$ cat src/rtl/smb_regs_pkg.sv
package smb_regs_pkg;
  localparam int unsigned BYTE_W    = 8;
  localparam logic [7:0]  ADDR_WR   = 8'hD8;
  localparam logic [7:0]  ADDR_RD   = 8'hD9;
  localparam int unsigned NUM_REGS  = 7;
  localparam int unsigned IDX_CFG   = 0;
  localparam int unsigned IDX_OEN   = 1;
  localparam int unsigned IDX_VREV  = 4;
  localparam int unsigned IDX_DEVID = 5;
  localparam int unsigned IDX_CNT   = 6;
  localparam logic [7:0]  VREV_VAL  = 8'h01;
  localparam logic [7:0]  DEVID_VAL = 8'h40;
  localparam logic [7:0]  CNT_RST   = 8'h07;
  localparam logic [7:0]  OEN_RST   = 8'hFF;

  typedef enum logic [2:0] {ST_IDLE, ST_RX, ST_RX_ACK, ST_TX, ST_TX_ACK} bus_state_e;
  typedef enum logic [1:0] {ROLE_ADDR, ROLE_INDEX, ROLE_COUNT, ROLE_DATA} byte_role_e;

  // host-owned once bit 0 is cleared; fields [4:1] open only when owned
  function automatic logic [7:0] cfg_merge(input logic [7:0] old_v, input logic [7:0] wr_v);
    logic own_n;
    own_n = old_v[0] & wr_v[0];
    return {wr_v[7:5], own_n ? old_v[4:1] : wr_v[4:1], own_n};
  endfunction

  function automatic logic [3:0] per_output(input logic [7:0] r);
    return {r[6], r[5], r[2], r[1]};
  endfunction

  function automatic logic idx_writable(input logic [7:0] idx);
    return (idx < 8'(NUM_REGS)) && (idx != 8'(IDX_VREV)) && (idx != 8'(IDX_DEVID));
  endfunction

  function automatic logic addr_hit(input logic [7:0] b);
    return (b == ADDR_WR) || (b == ADDR_RD);
  endfunction
endpackage

$ cat src/rtl/smb_line_filter.sv
module smb_line_filter #(
  parameter int unsigned SYNC_LEN = 2,
  parameter int unsigned FILT_LEN = 3
) (
  input  logic clk,
  input  logic rst_n,
  input  logic line_i,
  output logic line_o
);
  localparam int unsigned CW = $clog2(FILT_LEN + 1);

  logic [SYNC_LEN-1:0] sync_q;
  logic [CW-1:0]       run_q;
  logic                level_q;

  always_ff @(posedge clk or negedge rst_n) begin
    if (!rst_n) begin
      sync_q  <= '1;
      run_q   <= '0;
      level_q <= 1'b1;
    end else begin
      sync_q <= {sync_q[SYNC_LEN-2:0], line_i};
      if (sync_q[SYNC_LEN-1] == level_q) begin
        run_q <= '0;
      end else if (run_q == CW'(FILT_LEN - 1)) begin
        level_q <= ~level_q;
        run_q   <= '0;
      end else begin
        run_q <= run_q + 1'b1;
      end
    end
  end

  assign line_o = level_q;
endmodule

$ cat src/rtl/smb_reg_bank.sv
module smb_reg_bank
  import smb_regs_pkg::*;
(
  input  logic       clk,
  input  logic       rst_n,
  input  logic [3:0] strap_i,
  input  logic       wr_en,
  input  logic [7:0] wr_idx,
  input  logic [7:0] wr_data,
  input  logic [7:0] rd_idx,
  output logic [7:0] rd_data,
  output logic [7:0] cnt_o,
  output logic       cfg_own_o,
  output logic [1:0] spread_sel_o,
  output logic       spread_on_o,
  output logic       pll_mode_o,
  output logic       pd_float_o,
  output logic       stop_float_o,
  output logic [3:0] out_en_o,
  output logic [3:0] out_stoppable_o
);
  localparam int unsigned IW = $clog2(NUM_REGS);

  logic [7:0] regs_q [NUM_REGS];
  logic       seeded_q;

  always_ff @(posedge clk or negedge rst_n) begin
    if (!rst_n) begin
      for (int i = 0; i < NUM_REGS; i++) regs_q[i] <= '0;
      regs_q[IDX_CFG] <= 8'h01;
      regs_q[IDX_OEN] <= OEN_RST;
      regs_q[IDX_CNT] <= CNT_RST;
      seeded_q        <= 1'b0;
    end else begin
      if (!seeded_q) begin
        seeded_q           <= 1'b1;
        regs_q[IDX_CFG][4:1] <= strap_i;
      end
      if (wr_en && idx_writable(wr_idx)) begin
        if (wr_idx == 8'(IDX_CFG)) regs_q[IDX_CFG] <= cfg_merge(regs_q[IDX_CFG], wr_data);
        else                       regs_q[wr_idx[IW-1:0]] <= wr_data;
      end
    end
  end

  always_comb begin
    if (rd_idx >= 8'(NUM_REGS))        rd_data = 8'h00;
    else if (rd_idx == 8'(IDX_VREV))   rd_data = VREV_VAL;
    else if (rd_idx == 8'(IDX_DEVID))  rd_data = DEVID_VAL;
    else                               rd_data = regs_q[rd_idx[IW-1:0]];
  end

  assign cnt_o           = regs_q[IDX_CNT];
  assign cfg_own_o       = ~regs_q[IDX_CFG][0];
  assign spread_sel_o    = cfg_own_o ? regs_q[IDX_CFG][4:3] : strap_i[3:2];
  assign spread_on_o     = cfg_own_o ? regs_q[IDX_CFG][2]   : strap_i[1];
  assign pll_mode_o      = cfg_own_o ? regs_q[IDX_CFG][1]   : strap_i[0];
  assign pd_float_o      = regs_q[IDX_CFG][7];
  assign stop_float_o    = regs_q[IDX_CFG][6];
  assign out_en_o        = per_output(regs_q[IDX_OEN]);
  assign out_stoppable_o = per_output(regs_q[2]);
endmodule

$ cat src/rtl/smb_idx_target.sv
module smb_idx_target
  import smb_regs_pkg::*;
#(
  parameter int unsigned SYNC_LEN = 2,
  parameter int unsigned FILT_LEN = 3
) (
  input  logic       clk,
  input  logic       rst_n,
  input  logic       scl_i,
  input  logic       sda_i,
  output logic       sda_oe_o,
  input  logic [3:0] strap_i,
  output logic [1:0] spread_sel_o,
  output logic       spread_on_o,
  output logic       pll_mode_o,
  output logic       pd_float_o,
  output logic       stop_float_o,
  output logic [3:0] out_en_o,
  output logic [3:0] out_stoppable_o
);
  logic scl_f, sda_f, scl_q, sda_q;
  logic scl_rise, scl_fall, ev_start, ev_stop;
  bus_state_e state_q;
  byte_role_e role_q;
  logic [7:0] shreg_q, tx_sh_q, cur_idx, wr_left_q, rd_data, cnt_val;
  logic [3:0] bcnt_q;
  logic       tx_mode_q, sda_oe_q, rx_done, ack_byte, wr_fire, cfg_own;

  smb_line_filter #(.SYNC_LEN(SYNC_LEN), .FILT_LEN(FILT_LEN)) u_scl_filt (
    .clk(clk), .rst_n(rst_n), .line_i(scl_i), .line_o(scl_f));
  smb_line_filter #(.SYNC_LEN(SYNC_LEN), .FILT_LEN(FILT_LEN)) u_sda_filt (
    .clk(clk), .rst_n(rst_n), .line_i(sda_i), .line_o(sda_f));

  always_ff @(posedge clk or negedge rst_n) begin
    if (!rst_n) begin
      scl_q <= 1'b1;
      sda_q <= 1'b1;
    end else begin
      scl_q <= scl_f;
      sda_q <= sda_f;
    end
  end

  assign scl_rise = scl_f & ~scl_q;
  assign scl_fall = ~scl_f & scl_q;
  assign ev_start = scl_f & scl_q & sda_q & ~sda_f;
  assign ev_stop  = scl_f & scl_q & ~sda_q & sda_f;
  assign rx_done  = (state_q == ST_RX) && scl_fall && (bcnt_q == 4'd8);
  assign ack_byte = (role_q == ROLE_ADDR) ? addr_hit(shreg_q) : 1'b1;
  assign wr_fire  = rx_done && (role_q == ROLE_DATA) && (wr_left_q != 8'd0);

  always_ff @(posedge clk or negedge rst_n) begin
    if (!rst_n) begin
      state_q   <= ST_IDLE;
      role_q    <= ROLE_ADDR;
      shreg_q   <= '0;
      tx_sh_q   <= '0;
      bcnt_q    <= '0;
      cur_idx   <= '0;
      wr_left_q <= '0;
      tx_mode_q <= 1'b0;
      sda_oe_q  <= 1'b0;
    end else if (ev_start) begin
      state_q   <= ST_RX;
      role_q    <= ROLE_ADDR;
      bcnt_q    <= '0;
      tx_mode_q <= 1'b0;
      sda_oe_q  <= 1'b0;
    end else if (ev_stop) begin
      state_q  <= ST_IDLE;
      sda_oe_q <= 1'b0;
    end else begin
      case (state_q)
        ST_RX: begin
          if (scl_rise && bcnt_q != 4'd8) begin
            shreg_q <= {shreg_q[6:0], sda_f};
            bcnt_q  <= bcnt_q + 4'd1;
          end else if (rx_done) begin
            bcnt_q <= '0;
            if (!ack_byte) begin
              state_q <= ST_IDLE;
            end else begin
              sda_oe_q <= 1'b1;
              state_q  <= ST_RX_ACK;
              case (role_q)
                ROLE_ADDR:  if (shreg_q == ADDR_RD) tx_mode_q <= 1'b1;
                            else role_q <= ROLE_INDEX;
                ROLE_INDEX: begin cur_idx <= shreg_q; role_q <= ROLE_COUNT; end
                ROLE_COUNT: begin wr_left_q <= shreg_q; role_q <= ROLE_DATA; end
                default:    if (wr_fire) begin
                              cur_idx   <= cur_idx + 8'd1;
                              wr_left_q <= wr_left_q - 8'd1;
                            end
              endcase
            end
          end
        end
        ST_RX_ACK: if (scl_fall) begin
          if (tx_mode_q) begin
            tx_sh_q  <= cnt_val;
            sda_oe_q <= ~cnt_val[7];
            state_q  <= ST_TX;
          end else begin
            sda_oe_q <= 1'b0;
            state_q  <= ST_RX;
          end
        end
        ST_TX: if (scl_fall) begin
          if (bcnt_q == 4'd7) begin
            sda_oe_q <= 1'b0;
            bcnt_q   <= '0;
            state_q  <= ST_TX_ACK;
          end else begin
            tx_sh_q  <= {tx_sh_q[6:0], 1'b0};
            sda_oe_q <= ~tx_sh_q[6];
            bcnt_q   <= bcnt_q + 4'd1;
          end
        end
        ST_TX_ACK: begin
          if (scl_rise && sda_f) begin
            state_q <= ST_IDLE;
          end else if (scl_fall) begin
            tx_sh_q  <= rd_data;
            sda_oe_q <= ~rd_data[7];
            cur_idx  <= cur_idx + 8'd1;
            state_q  <= ST_TX;
          end
        end
        default: ;
      endcase
    end
  end

  assign sda_oe_o = sda_oe_q;

  smb_reg_bank u_bank (
    .clk(clk), .rst_n(rst_n), .strap_i(strap_i),
    .wr_en(wr_fire), .wr_idx(cur_idx), .wr_data(shreg_q),
    .rd_idx(cur_idx), .rd_data(rd_data), .cnt_o(cnt_val),
    .cfg_own_o(cfg_own),
    .spread_sel_o(spread_sel_o), .spread_on_o(spread_on_o), .pll_mode_o(pll_mode_o),
    .pd_float_o(pd_float_o), .stop_float_o(stop_float_o),
    .out_en_o(out_en_o), .out_stoppable_o(out_stoppable_o));
endmodule

$ cat config.mk
export PLATFORM = sky130hd
export DESIGN_NAME = smb_idx_target
export DESIGN_NICKNAME = d
export VERILOG_FILES = /design/src/rtl/smb_regs_pkg.sv /design/src/rtl/smb_line_filter.sv /design/src/rtl/smb_reg_bank.sv /design/src/rtl/smb_idx_target.sv
export SDC_FILE = /design/constraint.sdc
export NUM_CORES = 1
export LEC_CHECK = 0
export CAP_MARGIN = 10
export CORE_MARGIN = 2
export CORE_UTILIZATION = 60
export CTS_CLUSTER_DIAMETER = 200
export CTS_CLUSTER_SIZE = 16
export DETAILED_ROUTE_END_ITERATION = 8
export GPL_TIMING_DRIVEN = 0
export PLACE_DENSITY = 0.81
export SYNTH_ARGS = -nofsm -noshare
export SYNTH_HDL_FRONTEND = slang
export SYNTH_HIERARCHICAL = 1
export SYNTH_SLANG_ARGS = --single-unit
$ cat constraint.sdc
create_clock -name clk -period 7.8 [get_ports clk]
set_input_delay 1.17 -clock clk [delete_from_list [all_inputs] [get_ports clk]]
set_output_delay 1.17 -clock clk [all_outputs]
set_load 0.02 [all_outputs]
Yosys cells after proc, flatten, opt, wreduce, memory -nomap -nowiden
Index checks and enable logic that the tools add are counted.
Operators by class
  add/sub/neg operators: 5
  $lt $le $gt $ge: 4
  eq/ne operators: 46
  muxes and demuxes: 86
  bitwise operators: 23
  reductions and logical operators: 39
Operators with widths (count)
  8-bit 2-to-1 mux: 14
  56-bit bitwise mux: 1
  53-bit 2-to-1 mux: 1
  48-bit 2-to-1 mux: 1
  8-bit one-hot mux with 2 select lines: 3
  7-bit 2-to-1 mux: 6
  4-bit != test (second input constant): 9
  4-bit 2-to-1 mux: 8
  2-bit 2-to-1 mux: 14
  3-bit 2-to-1 mux: 9
  8-bit binary-select mux with 3-bit select: 1
  8-bit demux with 3-bit select: 1
  2-bit != test (second input constant): 12
  1-bit 2-to-1 mux: 22
  7-bit one-hot mux with 3 select lines: 1
  7-bit AND reduction: 3
  8-bit by 3-bit == test with 1-bit output (second input constant): 2
  8-bit == test (second input constant): 2
  8-bit by 3-bit != test with 1-bit output (second input constant): 2
  8-bit AND reduction: 2
  1-bit inverter: 14
  2-bit nonzero test: 7
  3-bit one-hot mux with 4 select lines: 1
  1-bit logical AND: 10
  other kinds (37): 57
Word-level totals
  bits in registers: 111
  input port bits: 8
  output and inout bits: 15

Logic depth before layout (Yosys ltp)
  word-level depth: 13
  depth in mapped cells: 11
  depth with buffers taken out: 9

Cells and area by module
Netlist, hierarchy kept.
Modules (own cells, without submodules)
  smb_idx_target: instances 1, cells an instance 326, area an instance 2839.0 sq um
  smb_reg_bank: instances 1, cells an instance 225, area an instance 2767.7 sq um
  smb_line_filter: instances 2, cells an instance 10, area an instance 178.9 sq um

Worst setup path after synthesis
Ideal clock, no wire load.
  path type: flip-flop to flip-flop
  start: register state_q[1]
  end: register u_bank.regs_q (netlist bit u_bank/pd_float_o)
  library setup time: 0.125 ns
  data arrival time: 2.623 ns
  path slack: 5.053 ns
  cell stages (with the launch flop): 8
  path buffers: 1
  clock period less this slack: 2.747 ns
  cell sequence: dfrtp_1 or3b_1 buf_2 or3_1 nor2b_1 or3b_2 nor4_4 mux2_2
Between the ends
  longest elaborated chain between the ends: 6
RTL lines
  from (decl): line smb_idx_target.sv:23  | bus_state_e state_q;
  from (signal assigned): line smb_idx_target.sv:54  | state_q <= ST_IDLE;
  from (signal assigned): line smb_idx_target.sv:64  | state_q <= ST_RX;
  from (signal assigned): line smb_idx_target.sv:70  | state_q <= ST_IDLE;
  3-bit by 1-bit == test with 1-bit output: line smb_idx_target.sv:48  | assign rx_done = (state_q == ST_RX) && scl_fall && (bcnt_q == 4'd8);
  1-bit logical AND (2 in a row): line smb_idx_target.sv:48
  1-bit logical AND (2 in a row): line smb_idx_target.sv:50  | assign wr_fire = rx_done && (role_q == ROLE_DATA) && (wr_left_q != 8'd0);
  via wr_fire: line smb_idx_target.sv:27  | logic tx_mode_q, sda_oe_q, rx_done, ack_byte, wr_fire, cfg_own;
  1-bit logical AND: line smb_reg_bank.sv:39  | if (wr_en && idx_writable(wr_idx)) begin
  to (signal, indexed assignment): line smb_reg_bank.sv:37  | regs_q[IDX_CFG][4:1] <= strap_i;
  to (signal, indexed assignment): line smb_reg_bank.sv:40  | if (wr_idx == 8'(IDX_CFG)) regs_q[IDX_CFG] <= cfg_merge(regs_q[IDX_CFG], wr_data);
  to (signal, indexed assignment): line smb_reg_bank.sv:41  | else regs_q[wr_idx[IW-1:0]] <= wr_data;
  to (decl): line smb_reg_bank.sv:24  | logic [7:0] regs_q [NUM_REGS];
The timed path passes the listed nets, and every way through them passes these cells.
A chain may end at the register's enable or synchronous reset.

Worst setup path in the final report
  start: input strap_i[3]
  end: output spread_sel_o[1]
Between the ends
  longest elaborated chain between the ends: 1
RTL lines
  from (decl): line smb_idx_target.sv:12  | input logic [3:0] strap_i,
  2-bit 2-to-1 mux: line smb_reg_bank.sv:55  | assign spread_sel_o = cfg_own_o ? regs_q[IDX_CFG][4:3] : strap_i[3:2];
  to (decl): line smb_idx_target.sv:13  | output logic [1:0] spread_sel_o,
No other way between the ends.

==> flow_metrics.tcl <==
set metrics [dict create \
    synth_top_family_by_area "simple AND/OR/NAND/NOR gates" \
    die_x_um 104 \
    r2r_setup_slack_ns 4.61 \
    cts-hold-fix-buffers 0 \
    synthAdderAreaFrac_pct 1.89 \
    path_class "in -> out" \
    dieHeight_um 104 \
    async_reset_ff_share_pct 100 \
    power_density_nw_per_um2 184 \
    rsz0062_at_grt "false" \
    cp_data_required_time_ns 6.63 \
    synthSimpleGateAreaFrac_pct 17.7 \
    clk-insertion-delay-late_ns 0.40 \
    timing.rr.start "state_q[1]" \
    rows 36 \
    numCtsBuffers 9 \
    crit_slowest_cell "clkdlybuf4s50_1" \
    fin_nets 622 \
    hold_class "reg -> reg" \
    detail-route-antenna-nets 0 \
    dr.pass1.iters 5 \
    synthCells 571 \
    crit_path_start "strap_i[3]" \
    ys.flop_type "dfrtp_1" \
    ys_seq_area_share_pct 46.6 \
    ctsResizeCount 0 \
    grt.overflow.total 0 \
    fmax_ghz 0.275 \
    vias 4576 \
    clockBufferDepth 2 \
    routedWlPerCell_um 17.9 \
    finalSetupViolCount 0 \
    grt_pass1_vias 4479 \
    grt_max_degree 71 \
    cts-root-buf "clkbuf_8" \
    wl_mm 13.3 \
    synthMuxAreaShare_pct 14.6 \
    vias_per_cell 6.16 \
    p_leak_uw 0.00295 \
    cp_max_fo 2 \
    r2r_end "u_bank/stop_float_o" \
    drc 0 \
    ios 23 \
    finalHoldViolCount 0 \
    ff2ff_path_depth 7 \
    start_util_pct 61.3 \
    core-area_um2 9730 \
    worst_pin_slew_ns 0.609 \
    crit_chain "clkdlybuf4s50_1 -> nand2_1 -> o21ai_0 -> clkdlybuf4s50_1" \
    cts_sinks 110 \
    synth_seq_cells 110 \
    p_seq_share_pct 56.8 \
    drt-initial-drc-count 364 \
    switching_share_pct 31.9 \
    multi_input_area_um2 2850 \
    cts_tree "done" \
    status "finished clean" \
    cpPeakStageDelay_ns 0.64 \
    pwr-share-comb_pct 14.9 \
    post_cts_buffers 0 \
    cap_violations 0 \
    finalCriticalPeriod_ns 3.64 \
    synth-edff-count 0 \
    drive_gt1_share_pct 22.8 \
    regArea_um2 2780 \
    slew_viol_final 0 \
    ys_warn_count 6 \
    crit_top_cell "clkdlybuf4s50_1" \
    globalplace.congestion 0.940 \
    ys_top_cells_by_area "dfrtp_1 38%, mux2_2 9.3%, dfstp_2 8.8%, nor2_1 3.2%, mux4_2 3.0%" \
    fin_tns_setup_ns 0 \
    htree_levels 3 \
    relSlewSlack_pct 59.0 \
    finalClockSkew_ns 0.0137 \
    place_area_um2 6380 \
    power_switching_uw 385 \
    cp-end-kind "output port" \
    avgSynthCellArea_um2 10.4 \
    antenna_found_initial 0 \
    synth_compound_area_share_pct 13.0 \
    dieArea_um2 10800 \
    synth_xor_area_share_pct 0.441 \
    endpoint "spread_sel_o[1]" \
    n_antenna_cell 0 \
    path_clk_slew_ns 0.11 \
    syn-cell-area_um2 5960 \
    p_int_uw 823 \
    fillCellCount 787 \
    vdd_drop_max_v 0.000165 \
    portBuffers 22 \
    fin_area_um2 6570 \
    area_growth_pct 10.2 \
    clock_power_share_pct 28.3 \
    synth_fp_nets 588 \
    period_share_pct 46.6 \
    synth_top_cell_by_area "dfrtp_1" \
    dp_hpwl_mm 9.24 \
    cp.arrival_ns 2.47 \
    yosysTopAreaCellShare_pct 37.8 \
    cp-start-kind "primary input" \
    ys_types 66 \
    grt_pass1_wl_mm 22.3 \
    grtUsageTotal_pct 26.1 \
]
-- worst min path at each step --
stage	startpoint	end	slack, ns	depth (start not counted)
after global routing	u_sda_filt/sync_q[0]	u_sda_filt/sync_q[1]	0.37	0
after floorplan	u_scl_filt/sync_q[0]	u_scl_filt/sync_q[1]	0.35	0
final	u_sda_filt/sync_q[0]	u_sda_filt/sync_q[1]	0.36	0
after CTS	u_sda_filt/sync_q[0]	u_sda_filt/sync_q[1]	0.36	0
after global placement	u_scl_filt/sync_q[0]	u_scl_filt/sync_q[1]	0.35	0
after detailed placement	u_scl_filt/sync_q[0]	u_scl_filt/sync_q[1]	0.35	0
-- power by group through the flow --
stage	Clock (uW)	Combinational (uW)	Sequential, uW
detailed placement	0	179	695
CTS	355	179	685
global route	376	199	693
finish	341	180	687
floorplan	0	133	665
global placement	0	171	691
-- sequential cells by signal, summed over array words and instances (netlist names), 3 cells and up --
register                cells
u_bank/regs_q              37
cur_idx                     8
shreg_q                     8
u_bank/cnt_o                8
wr_left_q                   8
tx_sh_q                     7
bcnt_q                      4
u_bank/out_en_o             4
u_bank/out_stoppable_o      4
state_q                     3
-- synth_stat cells (10+ instances only) --
master,instances
dfrtp_1,90
nor2_1,51
mux2_2,49
a21oi_1,34
o21ai_0,33
nand2_1,32
clkbuf_1,30
dfstp_2,20
inv_1,18
nand3_1,17
buf_4,16
a211oi_1,12
mux2i_1,10
o22ai_1,10
-- cell families (layout without fill, tap and decap cells) --
logic type | after synthesis | after routing
AO/OA/AOI/OAI | 126 | 126
XOR/XNOR | 3 | 3
adder cells (fa/ha/maj) | 9 | 9
buffers and inverters | 72 | 111
flip-flops | 110 | 110
multiplexers | 70 | 70
other | 1 | 1
AND/OR/NAND/NOR | 180 | 180
-- cell type report --
class / count / area share, %
Buffer: 54 / 4.13
Clock buffer: 9 / 1.88
Clock inverter: 7 / 1.09
Inverter: 18 / 1.03
Multi-Input combinational cell: 389 / 43.3
Sequential cell: 110 / 42.3
Tap cell: 133 / 2.53
Timing Repair Buffer: 23 / 3.73
-- worst max-delay path: cells and delay by family --
| family | cells | cell delay [ns] |
|---|---|---|
| buffers and inverters | 2 | 1.14 |
| AO/OA/AOI/OAI | 1 | 0.10 |
| AND/OR/NAND/NOR | 1 | 0.06 |
-- metrics by stage --
| stage | total power, uW | hold slack [ns] | util [%] | instances | setup slack (ns) |
|---|---|---|---|---|---|
| floorplan | 797 | 0.345 | - | 571 | 5.05 |
| global placement | 862 | 0.346 | 65.3 | 726 | 1.53 |
| detailed placement | 874 | 0.350 | 65.5 | 727 | 4.17 |
| CTS | 1220 | 0.361 | 67.5 | 743 | 4.16 |
| global route | 1270 | 0.366 | 67.5 | 743 | 4.13 |
| finish | 1210 | 0.360 | 67.5 | 743 | 4.16 |
-- layout by cell type (no fill, tap or decap), drive strengths merged, types with 20 or more instances in the layout --
| cell | n |
|---|---|
| a21oi | 34 |
| buf | 26 |
| clkbuf | 39 |
| clkdlybuf4s50 | 21 |
| dfrtp | 90 |
| dfstp | 20 |
| inv | 22 |
| mux2 | 52 |
| nand2 | 32 |
| nor2 | 52 |
| o21ai | 34 |
-- metal layers --
metal  track usage, %  up-vias  share of wire (%)
li1                 -     2111                  -
met1             34.1     2285                 44
met2             43.3      149                 49
met3             6.29       31                4.9
met4             8.49        0                2.2
met5                0        -                  0
Power figures use the tool's default switching activity.
